**config.mk**
```make
export PLATFORM = sky130hd
export DESIGN_NAME = pbus_write_seq
export DESIGN_NICKNAME = d
export VERILOG_FILES = /design/src/rtl/pbus_pkg.sv /design/src/rtl/pbus_timer.sv /design/src/rtl/pbus_phase_fsm.sv /design/src/rtl/pbus_lane_mux.sv /design/src/rtl/pbus_write_seq.sv
export SDC_FILE = /design/constraint.sdc
export NUM_CORES = 1
export LEC_CHECK = 0
export BUFFER_PORTS_ARGS = -buffer_cell sky130_fd_sc_hd__buf_2
export CAP_MARGIN = 20
export CORE_ASPECT_RATIO = 0.7
export CORE_UTILIZATION = 52
export DETAILED_ROUTE_END_ITERATION = 16
export PLACE_DENSITY = 0.77
export SLEW_MARGIN = 20
export SYNTH_ARGS = -nofsm -noshare
export SYNTH_HDL_FRONTEND = slang
export SYNTH_SLANG_ARGS = --single-unit
```
**constraint.sdc**
```tcl
create_clock -name clk -period 2.5 [get_ports clk]
set_clock_uncertainty 0.15 [all_clocks]
set_input_delay 0.125 -clock clk [delete_from_list [all_inputs] [get_ports clk]]
set_output_delay 0.125 -clock clk [all_outputs]
set_load 0.05 [all_outputs]
```
**src/rtl/pbus_pkg.sv**
```systemverilog
// Shared types and cycle arithmetic for the parallel LCD write sequencer.
// Assumes all timing arguments are non-negative nanosecond integers.
package pbus_pkg;

    typedef enum logic [2:0] {
        PH_IDLE,
        PH_SETUP,
        PH_HIGH,
        PH_HOLD,
        PH_GAP
    } phase_t;

    // Round a nanosecond minimum up to whole clock cycles.
    function automatic int unsigned ns_to_cyc(int unsigned ns, int unsigned clk_ns);
        return (ns + clk_ns - 1) / clk_ns;
    endfunction

    function automatic int unsigned umax(int unsigned a, int unsigned b);
        return (a > b) ? a : b;
    endfunction

    // Subtraction that floors at zero instead of wrapping.
    function automatic int unsigned usub(int unsigned a, int unsigned b);
        return (a > b) ? (a - b) : 0;
    endfunction

endpackage

```
**src/rtl/pbus_timer.sv**
```systemverilog
// Loadable down-counter that times one bus phase.
// Assumes: load_val = phase length - 1; expired is high in the last cycle of the phase.
module pbus_timer #(
    parameter int unsigned CNT_W = 8
) (
    input  logic             clk,
    input  logic             rst_n,
    input  logic             load,
    input  logic [CNT_W-1:0] load_val,
    output logic             expired
);
    logic [CNT_W-1:0] cnt;

    // Reload on a phase change, otherwise count down to zero and stay there.
    always_ff @(posedge clk) begin
        if (!rst_n)
            cnt <= '0;
        else if (load)
            cnt <= load_val;
        else if (cnt != '0)
            cnt <= cnt - 1'b1;
    end

    assign expired = (cnt == '0);

endmodule

```
**src/rtl/pbus_phase_fsm.sv**
```systemverilog
// Phase sequencer: idle -> setup -> strobe high -> hold -> gap, once per beat.
// Runs a second beat when the latched transfer is in nibble mode.
// Assumes every phase length parameter is at least 1.
module pbus_phase_fsm
    import pbus_pkg::*;
#(
    parameter int unsigned CNT_W   = 8,
    parameter int unsigned LEN_SU  = 10,
    parameter int unsigned LEN_HI  = 55,
    parameter int unsigned LEN_HLD = 3,
    parameter int unsigned LEN_GAP = 57
) (
    input  logic   clk,
    input  logic   rst_n,
    input  logic   start,
    input  logic   nibble_mode,
    output phase_t phase,
    output logic   beat
);
    phase_t           phase_nxt;
    logic             beat_nxt;
    logic             t_load;
    logic [CNT_W-1:0] t_val;
    logic             t_done;

    // Next phase and beat from the current phase and the phase timer.
    always_comb begin
        phase_nxt = phase;
        beat_nxt  = beat;
        unique case (phase)
            PH_IDLE:  if (start) begin
                          phase_nxt = PH_SETUP;
                          beat_nxt  = 1'b0;
                      end
            PH_SETUP: if (t_done) phase_nxt = PH_HIGH;
            PH_HIGH:  if (t_done) phase_nxt = PH_HOLD;
            PH_HOLD:  if (t_done) phase_nxt = PH_GAP;
            PH_GAP:   if (t_done) begin
                          if (nibble_mode && !beat) begin
                              phase_nxt = PH_SETUP;
                              beat_nxt  = 1'b1;
                          end else begin
                              phase_nxt = PH_IDLE;
                          end
                      end
            default:  phase_nxt = PH_IDLE;
        endcase
    end

    // Timer reload value for the phase being entered.
    always_comb begin
        t_load = (phase_nxt != phase);
        unique case (phase_nxt)
            PH_SETUP: t_val = CNT_W'(LEN_SU - 1);
            PH_HIGH:  t_val = CNT_W'(LEN_HI - 1);
            PH_HOLD:  t_val = CNT_W'(LEN_HLD - 1);
            PH_GAP:   t_val = CNT_W'(LEN_GAP - 1);
            default:  t_val = '0;
        endcase
    end

    // Phase and beat registers.
    always_ff @(posedge clk) begin
        if (!rst_n) begin
            phase <= PH_IDLE;
            beat  <= 1'b0;
        end else begin
            phase <= phase_nxt;
            beat  <= beat_nxt;
        end
    end

    pbus_timer #(.CNT_W(CNT_W)) u_timer (
        .clk      (clk),
        .rst_n    (rst_n),
        .load     (t_load),
        .load_val (t_val),
        .expired  (t_done)
    );

    AST_SECOND_BEAT_NIBBLE: assert property (@(posedge clk) disable iff (!rst_n)
        beat |-> nibble_mode);

endmodule

```
**src/rtl/pbus_lane_mux.sv**
```systemverilog
// Routes the latched byte onto the data lines.
// Wide mode: the full byte. Narrow mode: one nibble on the upper lines, selected by
// beat (0 = high nibble), with the lower lines driven to zero.
module pbus_lane_mux #(
    parameter int unsigned BUS_W = 8
) (
    input  logic [BUS_W-1:0] byte_in,
    input  logic             nibble_mode,
    input  logic             beat,
    output logic [BUS_W-1:0] lanes
);
    localparam int unsigned HALF = BUS_W / 2;

    for (genvar i = 0; i < BUS_W; i++) begin : g_lane
        if (i >= HALF) begin : g_upper
            // Upper lane: own bit, or the matching low-nibble bit on the second beat.
            assign lanes[i] = (nibble_mode && beat) ? byte_in[i-HALF] : byte_in[i];
        end else begin : g_lower
            // Lower lane: unused in narrow mode.
            assign lanes[i] = nibble_mode ? 1'b0 : byte_in[i];
        end
    end

endmodule

```
**src/rtl/pbus_write_seq.sv**
```systemverilog
// Parallel LCD bus write sequencer (top).
// Accepts one byte per valid/ready handshake and produces one or two timed strobes.
// Assumes: synchronous active-low reset, CLK_NS is the clock period in ns,
// and all minimums are given in ns.
module pbus_write_seq
    import pbus_pkg::*;
#(
    parameter int unsigned CLK_NS      = 4,
    parameter int unsigned ADDR_SU_NS  = 40,
    parameter int unsigned ADDR_HLD_NS = 10,
    parameter int unsigned PULSE_NS    = 220,
    parameter int unsigned PERIOD_NS   = 500,
    parameter int unsigned DATA_SU_NS  = 60,
    parameter int unsigned DATA_HLD_NS = 10
) (
    input  logic       clk,
    input  logic       rst_n,
    input  logic       req_valid,
    output logic       req_ready,
    input  logic       req_rs,
    input  logic [7:0] req_data,
    input  logic       req_nibble,
    output logic       lcd_rs,
    output logic       lcd_rw,
    output logic       lcd_e,
    output logic [7:0] lcd_db
);
    localparam int unsigned BUS_W   = 8;
    localparam int unsigned C_SU    = umax(1, ns_to_cyc(ADDR_SU_NS, CLK_NS));
    localparam int unsigned C_HI    = umax(1, umax(ns_to_cyc(PULSE_NS, CLK_NS),
                                                   ns_to_cyc(DATA_SU_NS, CLK_NS)));
    localparam int unsigned C_HLD   = umax(1, umax(ns_to_cyc(ADDR_HLD_NS, CLK_NS),
                                                   ns_to_cyc(DATA_HLD_NS, CLK_NS)));
    localparam int unsigned C_LO    = ns_to_cyc(PULSE_NS, CLK_NS);
    localparam int unsigned C_CYC   = ns_to_cyc(PERIOD_NS, CLK_NS);
    localparam int unsigned C_LOW   = umax(C_LO, usub(C_CYC, C_HI));
    localparam int unsigned C_GAP   = umax(1, usub(C_LOW, C_HLD + C_SU));
    localparam int unsigned C_MAX   = umax(umax(C_SU, C_HI), umax(C_HLD, C_GAP));
    localparam int unsigned CNT_W   = $clog2(C_MAX + 1);

    phase_t           phase;
    logic             beat;
    logic             accept;
    logic             rs_q;
    logic             nib_q;
    logic [BUS_W-1:0] data_q;

    assign req_ready = (phase == PH_IDLE);
    assign accept    = req_valid && req_ready;

    // Capture the request on acceptance; the values hold for the whole transfer.
    always_ff @(posedge clk) begin
        if (!rst_n) begin
            rs_q   <= 1'b0;
            nib_q  <= 1'b0;
            data_q <= '0;
        end else if (accept) begin
            rs_q   <= req_rs;
            nib_q  <= req_nibble;
            data_q <= req_data;
        end
    end

    pbus_phase_fsm #(
        .CNT_W   (CNT_W),
        .LEN_SU  (C_SU),
        .LEN_HI  (C_HI),
        .LEN_HLD (C_HLD),
        .LEN_GAP (C_GAP)
    ) u_fsm (
        .clk         (clk),
        .rst_n       (rst_n),
        .start       (accept),
        .nibble_mode (nib_q),
        .phase       (phase),
        .beat        (beat)
    );

    pbus_lane_mux #(.BUS_W(BUS_W)) u_lanes (
        .byte_in     (data_q),
        .nibble_mode (nib_q),
        .beat        (beat),
        .lanes       (lcd_db)
    );

    assign lcd_rs = rs_q;
    assign lcd_rw = 1'b0;
    assign lcd_e  = (phase == PH_HIGH);

    // ---------------- interval monitors for the assertions ----------------
    logic [15:0]      hi_cnt, lo_cnt, bus_age, hi_last;
    logic             seen_fall;
    logic [BUS_W:0]   bus_q;

    // Count strobe high/low run lengths and the age of the current bus value.
    always_ff @(posedge clk) begin
        if (!rst_n) begin
            hi_cnt    <= '0;
            lo_cnt    <= '0;
            bus_age   <= '0;
            hi_last   <= '0;
            seen_fall <= 1'b0;
            bus_q     <= '0;
        end else begin
            hi_cnt <= lcd_e ? ((hi_cnt == 16'hFFFF) ? hi_cnt : hi_cnt + 1'b1) : '0;
            lo_cnt <= lcd_e ? '0 : ((lo_cnt == 16'hFFFF) ? lo_cnt : lo_cnt + 1'b1);
            if (!lcd_e && hi_cnt != '0) begin
                hi_last   <= hi_cnt;
                seen_fall <= 1'b1;
            end
            bus_q <= {lcd_rs, lcd_db};
            if ({lcd_rs, lcd_db} != bus_q)
                bus_age <= '0;
            else if (bus_age != 16'hFFFF)
                bus_age <= bus_age + 1'b1;
        end
    end

    AST_SETUP_BEFORE_RISE: assert property (@(posedge clk) disable iff (!rst_n)
        $rose(lcd_e) |-> (32'(bus_age) + 1 >= C_SU));
    AST_HIGH_MIN: assert property (@(posedge clk) disable iff (!rst_n)
        $fell(lcd_e) |-> (32'(hi_cnt) >= C_HI));
    AST_LOW_MIN: assert property (@(posedge clk) disable iff (!rst_n)
        ($rose(lcd_e) && seen_fall) |-> (32'(lo_cnt) >= C_LO));
    AST_PERIOD_MIN: assert property (@(posedge clk) disable iff (!rst_n)
        ($rose(lcd_e) && seen_fall) |-> (32'(hi_last) + 32'(lo_cnt) >= C_CYC));
    AST_STABLE_WHILE_HIGH: assert property (@(posedge clk) disable iff (!rst_n)
        (lcd_e && $past(lcd_e)) |-> $stable({lcd_rs, lcd_db}));
    AST_HOLD_AFTER_FALL: assert property (@(posedge clk) disable iff (!rst_n)
        (!$stable({lcd_rs, lcd_db}) && seen_fall) |-> (32'(lo_cnt) >= C_HLD));
    AST_READY_AFTER_HOLD: assert property (@(posedge clk) disable iff (!rst_n)
        (req_ready && seen_fall) |-> (!lcd_e && 32'(lo_cnt) >= C_HLD));

endmodule

```
==> summary.txt, run 1 <==
Outcome - finished, violations left
Failing checks - design-rule violations
Diode count - 0
Initial antenna violation count - 0
Maximum VDD drop - 0.000742 V
Critical path arrival - 2310 ps
Worst Setup Slack, final - 251 ps
Ys flop type - dfxtp_1
Total grt overflow - 0
Final min period - 2250 ps
Final TNS setup - 0 ps
Area Growth Syn to Fin - 23.3%
Setup Slack @ Placement - 319 ps
Metal2 WL - 1290 um
GP Congestion - 0.892
Post-synthesis cell area - 1130 um^2
Die height - 41.0 um
Maxcap violations - 0
R2R depth - 6
Synth cell types - 43
Routed vias - 1153
Hold Path Depth - 2
CTS tree - yes
Io pins - 25
Setup Crit Path Kind - register to register
Tot Pwr - 1.60 mW
Port bufs - 23
DR iter-0 viols - 59
Int Pwr - 820 uW
CP Max Fanout - 9
Sequential share of power - 0.319
Async SR Flop Fraction - 0
Period utilisation layout - 0.900
Reg-to-Reg End - u_fsm.u_timer.cnt[2]
WHS Endpoint - u_fsm.phase[1]
Fmax - 0.445 GHz
Share of cells above drive strength 1 - 0.224
Register bit total from synthesis - 20
CTS root buf - clkbuf_4
Startpoint types - register
Worst r2r src - u_fsm.u_timer.cnt[0]
Chip width - 57.7 um
H-tree depth - 1
Initial core utilization - 0.579
Fill cells - 150
Slew Viols, Final - 0
Total GRT Usage - 0.283
Switching Share - 0.488
CTS clock-pin slew for the worst setup and hold paths - 120 ps
EDFF count, synth - 0
Final nets - 185
Comb power frac - 0.560
Die area - 2370 um^2
Layout Utilization - 0.715
Post-Syn Instances - 139
DRC Markers - 1
Switching Power - 782 uW
WL per Instance - 15.3 um
Std-Cell Core Area - 1950 um^2
Sequential fraction of the synthesis area - 0.354
DR vias/cell - 6.01
Num CTS Buffers - 3
Hold Vio Cnt, Final - 0
WL final - 2940 um
First-pass GRT wire length - 4860 um
Clk_lat worst skew - 300 ps
Uppermost layer routed - met4
M1 WL - 1350 um
Final setup violation count - 0
Hpwl dp - 2030 um
Pin count of the biggest net entering global routing - 23
CP Capture Type - register
Pleak - 0.625 nW
Clk pwr share - 0.121
Worst path required time - 2560 ps
Syn Area/Cell - 8.14 um^2
R2r setup slk - 250 ps
Clk sinks - 20
Metal3 WL - 273 um
CTS Buffer Depth - 2
Type of the most critical hold path - primary input to register
Drt first pass iters - 12
ANT nets after route - 0
Synth Warn # - 0
Row count - 13
Syn Nets - 153
Hold Path Origin - rst_n
P per Cell Area - 1150 nW/um^2
RSZ-0062 raised after global routing - false
Vias in the first global route - 1072
Quantity of gates resized following cts - 0
## flip-flops by register name, indices dropped and copies added (netlist names)
register / cells
u_fsm.phase: 3
nib_q: 1
lcd_rs: 1
u_fsm.beat: 1
u_fsm.u_timer.cnt: 6
data_q: 8
## logic make-up (layout without fill, tap and decap cells)
logic type / after synthesis / in the layout / share of synthesized area
xor+xnor: 3 / 3 / 0.0232
other cells: 1 / 1 / 0.00332
flops: 20 / 20 / 0.354
compound gates: 37 / 37 / 0.260
mux: 4 / 4 / 0.0398
buf+inv: 14 / 45 / 0.0509
simple gates: 59 / 59 / 0.258
fa+ha+maj: 1 / 1 / 0.0111
## how the worst max path moves through the flow
stage | startpoint | end | slack (ps) | depth (start not counted)
2_1_floorplan | u_fsm.phase[1] | lcd_rs | 420 | 6
3_3_place_gp | u_fsm.u_timer.cnt[0] | u_fsm.u_timer.cnt[5] | 380 | 6
3_5_place_dp | u_fsm.u_timer.cnt[0] | u_fsm.u_timer.cnt[5] | 320 | 6
4_1_cts | u_fsm.u_timer.cnt[0] | u_fsm.u_timer.cnt[2] | 290 | 6
5_1_grt | u_fsm.u_timer.cnt[0] | u_fsm.u_timer.cnt[3] | 160 | 6
6_report | u_fsm.u_timer.cnt[0] | u_fsm.u_timer.cnt[2] | 250 | 6
## synthesized netlist by cell type, types with 2 or more instances
cell type,number,area (um^2)
inv_1,5,18.8
dfxtp_1,20,400
nor2b_1,6,37.5
xnor2_1,2,17.5
and2_1,2,12.5
a21boi_0,11,82.6
o211a_1,3,30.0
a211oi_1,2,15.0
o211ai_1,3,22.5
nand2_1,32,120
clkbuf_1,6,22.5
o22ai_1,2,12.5
nor3_1,4,20.0
o21ai_0,2,10.0
nor2_1,4,15.0
a21oi_1,5,25.0
mux2_2,4,45.0
## metal layers
metal  global-route usage  up-vias
met2                0.471       69
met1                0.374      527
met4               0.0595        0
li1                     -      553
met5                    0        -
met3               0.0852        4
## repair_timing
action,CTS,global route
endpoints found under the hold margin,10,0
buffers inserted,0,0
hold buffers,10,0
## through the flow
stage                     area [um^2]  instances  hold WS [ps]
after floorplan                  1140        139           120
after global placement           1260        178           226
after detailed placement         1260        178           239
after CTS                        1400        192          66.3
after global routing             1400        192          71.5
final                            1400        192          72.2
## worst max-delay path, cell delays in order (launching register included)
cell     delay, ps
dfxtp_1        330
inv_1          100
ha_1           230
or4b_1         610
nor2_2         370
o22ai_1        130
a41o_1         250
## power groups by stage
stage               sequential (mW)  combinational, mW  clock, mW
finish                        0.511              0.897      0.193
global route                  0.521              0.966      0.213
CTS                           0.507              0.879      0.194
detailed placement            0.514              0.861          0
global placement              0.510              0.845          0
floorplan                     0.487              0.682          0
## cell usage in the layout (no fill, tap or decap), types with 2 or more instances in the layout
cell type,Yosys,routed
a211oi_1,2,2
a21boi_0,11,11
a21oi_1,5,5
and2_1,2,2
buf_2,1,23
buf_4,1,2
clkbuf_4,0,3
dfxtp_1,20,20
dlygate4sd3_1,0,10
inv_1,5,5
mux2_2,4,4
nand2_1,32,32
nor2_1,4,4
nor2b_1,6,6
nor3_1,4,3
o211a_1,3,3
o211ai_1,3,3
o21ai_0,2,2
o22ai_1,2,2
xnor2_1,2,2
## final cells by class
cell class / count / area [um^2] / share of cell area
Clock buffer: 4 / 36.3 / 0.0260
Inverter: 6 / 22.5 / 0.0161
Multi-Input combinational cell: 105 / 678 / 0.486
Sequential cell: 20 / 400 / 0.287
Tap cell: 22 / 27.5 / 0.0197
Timing Repair Buffer: 35 / 230 / 0.165
Power figures use the tool's default switching activity.
==> run 2: changes to the inputs <==
CORE_UTILIZATION = 55   (was 52)
PLACE_DENSITY = 0.81   (was 0.77)
clock period = 2.7 ns   (was 2.5 ns; I/O delays follow)
==> run 2 against run 1 <==
  * The run now ends clean
  * Die area decreased by 5.2%
  * Routed wire length down 3.1%
  * Power is 9.8% lower
  * Clock power decreased by 8%
==> summary.txt, run 2 (synthesis gave the netlist of run 1 again) <==
Initial antenna violation count - 0
Final min period - 2220 ps
CP Capture Type - register
Chip width - 56.2 um
CTS Buffer Depth - 2
Die area - 2240 um^2
Max FFs per register - 8
Hold Path Depth - 2
Sequential share of power - 0.327
Setup Crit Path Kind - register to register
Design area - 1380 um^2
Commonest non-fill, non-tap cell in the layout - nand2_1
Std-Cell Core Area - 1900 um^2
Fmax - 0.451 GHz
Num CTS Buffers - 3
Io pins - 25
Switching Power - 700 uW
Worst r2r src - u_fsm.u_timer.cnt[0]
Clk sinks - 20
CP Max Fanout - 6
Outcome - complete, no violations
R2R depth - 6
Final TNS setup - 0 ps
Int Pwr - 744 uW
Hold Path Origin - rst_n
Largest regs - data_q x8, u_fsm.u_timer.cnt x6, u_fsm.phase x3
Quantity of gates resized following cts - 0
Final setup violation count - 0
Share of cells above drive strength 1 - 0.213
Critical path arrival - 2330 ps
Routed vias - 1136
Clk pwr share - 0.122
DRC Markers - 0
Pin count of the biggest net entering global routing - 23
Diode count - 0
RSZ-0062 raised after global routing - false
R2r setup slk - 480 ps
Comb power frac - 0.551
WHS Endpoint - u_fsm.phase[1]
Drt first pass iters - 4
Final nets - 184
Area Growth Syn to Fin - 22.2%
Port bufs - 23
DR vias/cell - 5.95
Maximum VDD drop - 0.000677 V
GP Congestion - 0.876
CTS clock-pin slew for the worst setup and hold paths - 110 ps
H-tree depth - 1
Row count - 13
WL per Instance - 14.9 um
Period utilisation layout - 0.822
First-pass GRT wire length - 4730 um
Worst path required time - 2810 ps
Hpwl dp - 1960 um
Pleak - 0.619 nW
Maxcap violations - 0
Total GRT Usage - 0.286
Post-CTS Setup Inserts - 0
Startpoint types - register
Biggest register - data_q
Fill cells - 156
Clk_lat worst skew - 310 ps
ANT nets after route - 0
P per Cell Area - 1040 nW/um^2
Switching Share - 0.485
Initial core utilization - 0.594
Most frequent cells in the layout - 32 x nand2_1, 23 x buf_2, 20 x dfxtp_1
Slew Viols, Final - 0
Reg-to-Reg End - u_fsm.u_timer.cnt[2]
Hold Vio Cnt, Final - 0
DR iter-0 viols - 56
Type of the most critical hold path - primary input to register
Vias in the first global route - 1030
Area after DPL - 1250 um^2
CTS root buf - clkbuf_4
Total grt overflow - 0
WL final - 2850 um
Die height - 39.9 um
CTS tree - yes
-- run 2: layout make-up --
class                      count  area [um^2]  area share
sequential                    20          400       0.290
inverter                       6         22.5      0.0163
timing repair buffer          34          223       0.161
clock buffer                   4         36.3      0.0262
tap                           22         27.5      0.0199
multi-input combinational    105          673       0.487
-- run 2: critical path, cell delays in order, from the launching register on --
cell and delay (ps):
dfxtp_1 330, inv_1 90, ha_1 220, or4b_1 610, o211ai_1 380, and2_1 230
a41o_1 170
-- run 2: stage by stage --
stage / worst slack (ps) / util / instances / power, mW / hold WS (ps)
after CTS: 485 / 0.726 / 191 / 1.44 / 76.8
after global placement: 565 / 0.655 / 177 / 1.23 / 237
final: 481 / 0.726 / 191 / 1.44 / 86.2
after global routing: 376 / 0.726 / 191 / 1.54 / 101
after detailed placement: 502 / 0.655 / 177 / 1.24 / 244
after floorplan: 149 / - / 139 / 1.08 / 130
-- run 2: worst max path at each step --
stage	start	to	slack (ps)	cells past startpoint
floorplan	u_fsm.phase[1]	lcd_rs	150	6
global placement	u_fsm.u_timer.cnt[0]	u_fsm.u_timer.cnt[4]	560	6
detailed placement	u_fsm.u_timer.cnt[0]	u_fsm.u_timer.cnt[4]	500	6
CTS	u_fsm.u_timer.cnt[0]	u_fsm.u_timer.cnt[4]	490	6
global route	u_fsm.u_timer.cnt[0]	u_fsm.u_timer.cnt[2]	380	6
finish	u_fsm.u_timer.cnt[0]	u_fsm.u_timer.cnt[2]	480	6
-- run 2: per-layer routing --
metal / global-route usage / vias up / share of wire / wire [um]
met4: 0.0915 / 0 / 0.012 / 35
met2: 0.509 / 60 / 0.45 / 1300
li1: - / 550 / - / -
met1: 0.353 / 519 / 0.44 / 1250
met3: 0.0774 / 7 / 0.096 / 275
met5: 0 / - / 0 / 0
-- run 2: repair_timing --
item	4_1_cts	5_1_grt
hold endpoints to repair	10	0
hold buffers	10	0
setup endpoints to repair	0	0
-- run 2: power groups by stage --
stage / clock network [mW] / registers (mW) / logic [mW]
5_1_grt: 0.189 / 0.484 / 0.863
6_report: 0.177 / 0.472 / 0.795
2_1_floorplan: 0 / 0.449 / 0.628
4_1_cts: 0.183 / 0.469 / 0.785
3_3_place_gp: 0 / 0.469 / 0.758
3_5_place_dp: 0 / 0.476 / 0.767
==> run 3: changes to the inputs <==
CORE_UTILIZATION = 52   (was 55)
PLACE_DENSITY = 0.77   (was 0.81)
clock period = 2.1 ns   (was 2.7 ns; I/O delays follow)
==> run 3 against run 2 <==
  * The flow now finishes with violations (design-rule violations)
  * Combinational power is 45% higher
  * Routed wire length is 2.7% higher
  * Critical path depth is 1 higher
  * Utilization is 0.68 points higher
  * Global-route usage is 1.9 points lower
  * First-iteration DRC count is 11% higher
  * Power is 34% higher
  * Register-to-register slack worse by 420 ps
  * Die area is 5.5% higher
  * Sequential share of layout area is 0.90 points lower
  * Sequential cell count stayed put
  * Fmax is 8.7% higher
  * Largest cell class unchanged
==> summary.txt, run 3 (synthesis gave the netlist of run 1 again) <==
Outcome - finished, violations left
Failing checks - design-rule violations
Clk sinks - 20
Worst r2r src - u_fsm.u_timer.cnt[1]
Maxcap violations - 0
Initial core utilization - 0.579
R2r setup slk - 60 ps
End point of the critical path - u_fsm.u_timer.cnt[1]
Switching Share - 0.484
Worst Setup Slack, final - 58.9 ps
Area Growth Syn to Fin - 26.5%
Int Pwr - 999 uW
DR vias/cell - 6.07
Die height - 41.0 um
Setup Slack @ Placement - -51.1 ps
Io pins - 25
Diode count - 0
Most frequent cells in the layout - 32 x nand2_1, 23 x buf_2, 19 x dfxtp_1
Chip width - 57.7 um
Clk pwr share - 0.095
DR iter-0 viols - 62
CTS clock-pin slew for the worst setup and hold paths - 110 ps
Setup Crit Path Kind - register to register
Total grt overflow - 0
Hold Slack - 57.5 ps
Period utilisation layout - 0.972
WL per Instance - 15.0 um
Placed Cells - 181
Tot Pwr - 1.94 mW
Commonest non-fill, non-tap cell in the layout - nand2_1
CP Max Fanout - 6
Num CTS Buffers - 3
Area after DPL - 1280 um^2
Slew Viols, Final - 0
Final nets - 189
Layout Utilization - 0.733
Vias in the first global route - 1089
DRC Markers - 2
Row count - 13
Pin count of the biggest net entering global routing - 23
Reg-to-Reg End - u_fsm.u_timer.cnt[1]
CP Capture Type - register
Std-Cell Core Area - 1950 um^2
Type of the most critical hold path - primary input to register
P per Cell Area - 1350 nW/um^2
Final min period - 2040 ps
Biggest register - data_q
Pleak - 0.641 nW
R2R depth - 7
CTS tree - yes
RSZ-0062 raised after global routing - false
WL final - 2930 um
Fmax - 0.490 GHz
Initial antenna violation count - 0
Switching Power - 937 uW
Hpwl dp - 2080 um
Worst path required time - 2150 ps
Port bufs - 23
Total GRT Usage - 0.267
Startpoint types - register
Critical path arrival - 2090 ps
Die area - 2370 um^2
Final TNS setup - 0 ps
CTS root buf - clkbuf_4
Maximum VDD drop - 0.000652 V
Sequential share of power - 0.314
Final setup violation count - 0
Hold Vio Cnt, Final - 0
CTS Buffer Depth - 2
Largest regs - data_q x8, u_fsm.u_timer.cnt x6, u_fsm.phase x3
Clk_lat worst skew - 300 ps
Share of cells above drive strength 1 - 0.266
Drt first pass iters - 10
Comb power frac - 0.592
H-tree depth - 1
ANT nets after route - 0
GP Congestion - 0.862
Routed vias - 1183
Crit path from - u_fsm.u_timer.cnt[1]
First-pass GRT wire length - 4590 um
Post-route insts no fill - 195
Design area - 1430 um^2
Max FFs per register - 8
-- run 3: changes by cell type in the layout (fill, tap and decap cells not counted), sizes merged --
| cell | delta |
|---|---|
| buf | +5 |
| clkbuf | -1 |
-- run 3: area by class of cell --
cell class,instances,area (um^2)
clock buffers,3,22.5
fillers,158,520
inverters,6,22.5
multi-input cells,105,697
flip-flops and latches,20,402
well taps,22,27.5
repair buffers,39,260
-- run 3: worst min-delay path by stage --
| stage | from | endpoint | cells past startpoint |
|---|---|---|---|
| after floorplan | req_data[5] | data_q[5] | 2 |
| after global placement | req_data[7] | data_q[7] | 3 |
| after detailed placement | req_data[7] | data_q[7] | 3 |
| after CTS | rst_n | u_fsm.u_timer.cnt[4] | 2 |
| after global routing | rst_n | u_fsm.phase[1] | 2 |
| final | rst_n | u_fsm.u_timer.cnt[4] | 2 |
-- run 3: power by group through the flow --
stage / Clock [mW] / Sequential [mW] / Combinational [mW]
2_1_floorplan: 0 / 0.579 / 0.812
6_report: 0.183 / 0.607 / 1.15
5_1_grt: 0.200 / 0.616 / 1.24
3_5_place_dp: 0 / 0.604 / 1.07
4_1_cts: 0.188 / 0.596 / 1.10
3_3_place_gp: 0 / 0.594 / 1.04
-- run 3: per-layer routing --
layer / share of wire / vias up / GRT usage
li1: - / 562 / -
met1: 0.42 / 540 / 0.314
met2: 0.46 / 69 / 0.491
met3: 0.10 / 12 / 0.0820
met4: 0.019 / 0 / 0.0774
met5: 0 / - / 0
-- run 3: what timing repair did --
action,CTS,global route
pin swaps,1,1
endpoints found under the hold margin,10,0
hold buffers,10,0
endpoints found under the setup margin,4,5
buffers inserted,1,0
gates resized for setup,1,5
-- run 3: critical path, cell delays in order (launching register included) --
cell and delay [ps]:
dfxtp_1 340, inv_1 90, ha_4 130, or4b_4 510
o211ai_1 340, buf_4 180, a221o_1 130, a21boi_1 60
